### config.mk
export PLATFORM = sky130hd
export DESIGN_NAME = tmr_interval_timer
export DESIGN_NICKNAME = d
export VERILOG_FILES = /design/src/rtl/tmr_pkg.sv /design/src/rtl/tmr_bus_decode.sv /design/src/rtl/tmr_counter.sv /design/src/rtl/tmr_irq.sv /design/src/rtl/tmr_interval_timer.sv
export SDC_FILE = /design/constraint.sdc
export NUM_CORES = 1
export LEC_CHECK = 0
export CAP_MARGIN = 30
export CORE_ASPECT_RATIO = 1.25
export CORE_MARGIN = 5
export CORE_UTILIZATION = 40
export DETAILED_ROUTE_END_ITERATION = 10
export PLACE_DENSITY = 0.67
export SLEW_MARGIN = 25
export SYNTH_ARGS = -nofsm -noshare
export SYNTH_HDL_FRONTEND = slang
export SYNTH_SLANG_ARGS = --single-unit
export TNS_END_PERCENT = 50
### constraint.sdc
create_clock -name clk_i -period 2.3 [get_ports clk_i]
set_input_delay 0.46 -clock clk_i [delete_from_list [all_inputs] [get_ports clk_i]]
set_output_delay 0.46 -clock clk_i [all_outputs]
set_load 0.005 [all_outputs]
### src/rtl/tmr_pkg.sv
package tmr_pkg;
  localparam int unsigned IDX_W = 10;

  localparam logic [IDX_W-1:0] IDX_ID    = 10'd0;
  localparam logic [IDX_W-1:0] IDX_RUN   = 10'd1;
  localparam logic [IDX_W-1:0] IDX_MODE  = 10'd2;
  localparam logic [IDX_W-1:0] IDX_LIMIT = 10'd3;
  localparam logic [IDX_W-1:0] IDX_COUNT = 10'd4;
  localparam logic [IDX_W-1:0] IDX_IEN   = 10'd5;
  localparam logic [IDX_W-1:0] IDX_STS   = 10'd6;
  localparam logic [IDX_W-1:0] IDX_FREQ  = 10'd7;

  typedef struct packed {
    logic run;
    logic mode;
    logic limit;
    logic count;
    logic ien;
    logic sts;
  } wr_strb_t;
endpackage

### src/rtl/tmr_bus_decode.sv
module tmr_bus_decode
  import tmr_pkg::*;
#(
  parameter int unsigned DATA_W   = 32,
  parameter logic [DATA_W-1:0] ID_VALUE = '0,
  parameter logic [DATA_W-1:0] FREQ_HZ  = '1
) (
  input  logic [IDX_W-1:0]  idx_i,
  input  logic              we_i,
  input  logic              run_i,
  input  logic              mode_i,
  input  logic [DATA_W-1:0] limit_i,
  input  logic [DATA_W-1:0] count_i,
  input  logic              ien_i,
  input  logic              sts_i,
  output wr_strb_t          strb_o,
  output logic [DATA_W-1:0] rdata_o
);
  always_comb begin
    strb_o       = '0;
    strb_o.run   = we_i && (idx_i == IDX_RUN);
    strb_o.mode  = we_i && (idx_i == IDX_MODE);
    strb_o.limit = we_i && (idx_i == IDX_LIMIT);
    strb_o.count = we_i && (idx_i == IDX_COUNT);
    strb_o.ien   = we_i && (idx_i == IDX_IEN);
    strb_o.sts   = we_i && (idx_i == IDX_STS);
  end

  always_comb begin
    rdata_o = '0;
    unique case (idx_i)
      IDX_ID:    rdata_o = ID_VALUE;
      IDX_RUN:   rdata_o[0] = run_i;
      IDX_MODE:  rdata_o[0] = mode_i;
      IDX_LIMIT: rdata_o = limit_i;
      IDX_COUNT: rdata_o = count_i;
      IDX_IEN:   rdata_o[0] = ien_i;
      IDX_STS:   rdata_o[0] = sts_i;
      IDX_FREQ:  rdata_o = FREQ_HZ;
      default:   rdata_o = '0;
    endcase
  end
endmodule

### src/rtl/tmr_counter.sv
module tmr_counter #(
  parameter int unsigned DATA_W = 32
) (
  input  logic              clk_i,
  input  logic              rst_ni,
  input  logic              tick_i,
  input  logic              we_run_i,
  input  logic              we_mode_i,
  input  logic              we_limit_i,
  input  logic              we_count_i,
  input  logic [DATA_W-1:0] wdata_i,
  output logic              run_o,
  output logic              mode_o,
  output logic [DATA_W-1:0] limit_o,
  output logic [DATA_W-1:0] count_o,
  output logic              expire_o
);
  localparam logic [DATA_W-1:0] ONE = DATA_W'(1);

  logic              run_q, run_d, mode_q, mode_d;
  logic [DATA_W-1:0] limit_q, limit_d, count_q, count_d;

  always_comb begin
    run_d    = run_q;
    mode_d   = mode_q;
    limit_d  = limit_q;
    count_d  = count_q;
    expire_o = 1'b0;
    if (run_q && tick_i) begin
      if (count_q == ONE) begin
        expire_o = 1'b1;
        if (mode_q) begin
          run_d   = 1'b0;
          count_d = '0;
        end else begin
          count_d = limit_q;
        end
      end else if (count_q == '0) begin
        count_d = limit_q;
      end else begin
        count_d = count_q - ONE;
      end
    end
    // bus writes override the tick update
    if (we_run_i) run_d = wdata_i[0];
    if (we_mode_i) begin
      mode_d = wdata_i[0];
      if (run_q) begin
        run_d   = 1'b1;
        count_d = limit_q;
      end
    end
    if (we_limit_i) begin
      limit_d = wdata_i;
      count_d = wdata_i;
    end
    if (we_count_i) count_d = wdata_i;
  end

  always_ff @(posedge clk_i or negedge rst_ni) begin
    if (!rst_ni) begin
      run_q   <= 1'b0;
      mode_q  <= 1'b0;
      limit_q <= '0;
      count_q <= '0;
    end else begin
      run_q   <= run_d;
      mode_q  <= mode_d;
      limit_q <= limit_d;
      count_q <= count_d;
    end
  end

  assign run_o   = run_q;
  assign mode_o  = mode_q;
  assign limit_o = limit_q;
  assign count_o = count_q;
endmodule

### src/rtl/tmr_irq.sv
module tmr_irq (
  input  logic clk_i,
  input  logic rst_ni,
  input  logic expire_i,
  input  logic we_ien_i,
  input  logic we_sts_i,
  input  logic wbit_i,
  output logic ien_o,
  output logic sts_o,
  output logic irq_o
);
  logic ien_q, sts_q;

  always_ff @(posedge clk_i or negedge rst_ni) begin
    if (!rst_ni) begin
      ien_q <= 1'b0;
      sts_q <= 1'b0;
    end else begin
      if (we_ien_i) ien_q <= wbit_i;
      // set from expiry beats write-one-to-clear
      if (expire_i)      sts_q <= 1'b1;
      else if (we_sts_i && wbit_i) sts_q <= 1'b0;
    end
  end

  assign ien_o = ien_q;
  assign sts_o = sts_q;
  assign irq_o = ien_q & sts_q;
endmodule

### src/rtl/tmr_interval_timer.sv
module tmr_interval_timer
  import tmr_pkg::*;
#(
  parameter int unsigned ADDR_W = 32,
  parameter int unsigned DATA_W = 32,
  parameter logic [DATA_W-1:0] ID_VALUE = 32'h7100_0A11,
  parameter logic [DATA_W-1:0] FREQ_HZ  = 32'd1_000_000
) (
  input  logic              clk_i,
  input  logic              rst_ni,
  input  logic              tick_i,
  input  logic [ADDR_W-1:0] bus_addr_i,
  input  logic              bus_we_i,
  input  logic [DATA_W-1:0] bus_wdata_i,
  output logic [DATA_W-1:0] bus_rdata_o,
  output logic              irq_o
);
  logic [IDX_W-1:0]  bus_idx;
  logic              unused_addr;
  wr_strb_t          strb;
  logic              run_q, mode_q, ien_q, sts_q, expire;
  logic [DATA_W-1:0] limit_q, count_q;

  assign bus_idx     = bus_addr_i[11:2];
  assign unused_addr = ^{bus_addr_i[ADDR_W-1:12], bus_addr_i[1:0]};

  tmr_bus_decode #(
    .DATA_W(DATA_W), .ID_VALUE(ID_VALUE), .FREQ_HZ(FREQ_HZ)
  ) u_dec (
    .idx_i(bus_idx), .we_i(bus_we_i), .run_i(run_q), .mode_i(mode_q),
    .limit_i(limit_q), .count_i(count_q), .ien_i(ien_q), .sts_i(sts_q),
    .strb_o(strb), .rdata_o(bus_rdata_o)
  );

  tmr_counter #(.DATA_W(DATA_W)) u_cnt (
    .clk_i(clk_i), .rst_ni(rst_ni), .tick_i(tick_i),
    .we_run_i(strb.run), .we_mode_i(strb.mode), .we_limit_i(strb.limit),
    .we_count_i(strb.count), .wdata_i(bus_wdata_i),
    .run_o(run_q), .mode_o(mode_q), .limit_o(limit_q), .count_o(count_q),
    .expire_o(expire)
  );

  tmr_irq u_irq (
    .clk_i(clk_i), .rst_ni(rst_ni), .expire_i(expire),
    .we_ien_i(strb.ien), .we_sts_i(strb.sts), .wbit_i(bus_wdata_i[0]),
    .ien_o(ien_q), .sts_o(sts_q), .irq_o(irq_o)
  );
endmodule

==> impl_metrics.json <==
{
  "status": "complete, but fails checks",
  "violations": "negative setup slack",
  "postSynthCellCount": 611,
  "grt_pass1_vias": 5870,
  "peakVddDrop_mv": 0.3275,
  "cts_tree": "done",
  "placedCellCount": 935,
  "track_usage_pct": 27.64,
  "cellLeakagePower_nw": 3.443,
  "syn_area_mm2": 0.005125,
  "critPathLaunchType": "flip-flop",
  "cts_buffer_depth": 2,
  "overflow": 0,
  "multi_input_area_mm2": 0.003343,
  "routed_via_density": 6.097,
  "io_pins": 101,
  "ys_types": 69,
  "drive_gt1_share_pct": 34.04,
  "clk_pin_slew_ns": 0.06,
  "cap_viol_max_count": 0,
  "pwr_density_cell_mw_per_mm2": 595.3,
  "initial_core_util_pct": 40.66,
  "r2r_end": "u_cnt.count_o[15]",
  "diodes": 0,
  "layout.cells.non_filler": 967,
  "dp_hpwl_mm": 15.39,
  "cp-end-kind": "flip-flop",
  "drt_first_pass_iters": 5,
  "yosysSeqAreaShare_pct": 33.20,
  "grt_pass1_wl_mm": 33.13,
  "clock_sinks": 68,
  "clk_latency_ns": 0.34,
  "ant_nets": 0,
  "post-route-min-period_ns": 2.331,
  "grt_max_degree": 43,
  "finalHoldViolations": 0,
  "core-area_mm2": 0.01260,
  "die_h_um": 136.6,
  "numPortBuffers": 78,
  "seqCellArea_mm2": 0.001702,
  "nets": 865,
  "synth_edf_count": 0,
  "mostFrequentLayoutCell": "buf_4",
  "r2r_slack_ns": -0.03,
  "period_share_pct": 101.3,
  "syn2layout_area_growth_pct": 47.27,
  "routedWlPerCell_um": 21.77,
  "fill_cells": 1126,
  "worstPathRequired_ns": 2.52,
  "vias": 5896,
  "hold_class": "primary input to async pin",
  "final.setup.worst_slack_ns": -0.03078,
  "yosysWarnings": 0,
  "worstRegToRegCells": 7,
  "drtIter0Drc": 473,
  "synth-seq-cells": 68,
  "synth_area_per_cell_um2": 8.388,
  "row_count": 46,
  "slew_viol_final": 0,
  "post-route-util_pct": 59.88,
  "route.detailed.drc": 0,
  "crit_type": "flip-flop to flip-flop",
  "cts_root_buf": "clkbuf_16",
  "critical_path_peak_fanout": 7,
  "cts_buffers": 9,
  "skew_ns": 0.006759,
  "die_area_mm2": 0.01519,
  "die_w_um": 111.2,
  "htreeDepth": 3,
  "synth_ff_type": "dfrtp_1",
  "cp_data_arrival_time_ns": 2.55,
  "reg2reg_from": "u_cnt.count_o[6]",
  "layout_common_cells": "buf_4 (120), dfrtp_1 (68), a21oi_1 (64)",
  "antenna_found_initial": 0,
  "finalSetupViolCount": 1,
  "fmax_mhz": 429.0,
  "maxSlewHeadroom_pct": 69.78,
  "async_reset_ff_share_pct": 100.0,
  "wl_mm": 21.05,
  "tightest_slew_ns": 0.4524,
  "syn_nets": 682,
  "gp_congestion": 0.9653,
  "rsz0062_at_grt": "true"
}
[critical path: stages, from the launching register on]
cell and delay (ns):
dfrtp_1 0.41, or4_4 0.55, or3_4 0.47, buf_6 0.17, o41ai_2 0.18, o21ai_1 0.13
a221oi_2 0.23, nor2_1 0.07
[how the worst max path moves through the flow]
| stage | slack [ns] | end | startpoint |
|---|---|---|---|
| after floorplan | 0.05 | bus_rdata_o[12] | bus_addr_i[9] |
| after global placement | -0.67 | bus_rdata_o[31] | bus_addr_i[9] |
| after detailed placement | -0.68 | bus_rdata_o[3] | bus_addr_i[9] |
| after CTS | -0.004 | u_cnt.count_o[19] | u_cnt.count_o[1] |
| after global routing | -0.10 | u_cnt.count_o[15] | u_cnt.count_o[6] |
| final | -0.03 | u_cnt.count_o[15] | u_cnt.count_o[6] |
[metal layers]
metal / wire length [um] / vias up / share of wire, % / GRT usage [%]
met2: 10170 / 308 / 48 / 46.45
met5: 0 / - / 0 / 0
li1: - / 2654 / - / -
met4: 724 / 0 / 3.4 / 10.41
met3: 1489 / 62 / 7.1 / 4.202
met1: 8664 / 2872 / 41 / 36.18
[metrics by stage]
step	area (um^2)	hold slack, ns	TNS [ns]	setup WS, ns	total power (W)
after floorplan	5132	0.1644	0	0.04634	0.002237
after detailed placement	7012	0.4032	-36.83	-0.6816	0.002884
after global routing	7547	0.07154	-0.4220	-0.1042	0.004696
after global placement	7012	0.3955	-34.05	-0.6703	0.002857
after CTS	7451	0.04912	-0.005872	-0.003683	0.004401
final	7547	0.03852	-0.03078	-0.03078	0.004493
[synth_stat cells (3+ instances only)]
library cell   n  area share, %
clkbuf_1      36            2.6
ha_1           3           0.73
buf_2         11            1.1
mux2_2        31            6.8
xor2_1        14            2.4
or3_1         10            1.2
or4_1          4           0.59
a221oi_1       7            1.2
nor3_1        65            6.3
a21oi_1       71            6.9
dfrtp_1       68             33
o21ai_0       30            2.9
and3_1         6           0.73
o31a_1         3           0.51
and2_1         5           0.61
a22oi_1        6           0.88
o211ai_1       6           0.88
nor4_4         4            1.7
a221o_1        3           0.59
nor2_1        56            4.1
nand4_1        6           0.73
nor4_2         7            1.7
xnor2_1        9            1.5
mux2i_1        3           0.59
inv_1          6           0.44
a22o_1        19            3.2
and4_1         4           0.68
nand2_1       40            2.9
a31oi_1        5           0.61
nand3_1       12            1.2
nor4_1         9            1.1
a211oi_1       3           0.44
[final cells by class]
type	count	area share, %
clock buffer	9	2.984
timing repair buffer	223	25.88
clock inverter	7	1.210
sequential	68	22.55
inverter	6	0.2984
tap	168	2.785
multi-input combinational	486	44.30
[cells by family after synthesis]
kind of cell	count (synthesis)	synth area share, %
flip-flops	68	33.20
AO/OA/AOI/OAI	172	21.53
buffers and inverters	57	4.809
AND/OR/NAND/NOR	254	28.39
multiplexers	34	7.397
adder cells (fa/ha/maj)	3	0.7325
XOR/XNOR	23	3.931
[flip-flops by register name (all words and copies together) (netlist names), named ones only]
register / count
u_cnt.count_o: 31
u_cnt.limit_o: 32
u_cnt.mode_o: 1
u_cnt.run_o: 1
u_irq.ien_o: 1
u_irq.sts_o: 1
[power by group]
group	switching [W]	internal (W)
clock	0.000564	0.000946
sequential	0.000127	0.00131
combinational	0.000830	0.000714
[what timing repair did]
action / 4_1_cts / 5_1_grt
buffers inserted: 13 / 5
pin swaps: 9 / 12
resized for setup: 121 / 48
hold buffers: 0 / 0
setup endpoints to repair: 44 / 60
Note: power is estimated with default switching activity, not from simulation.
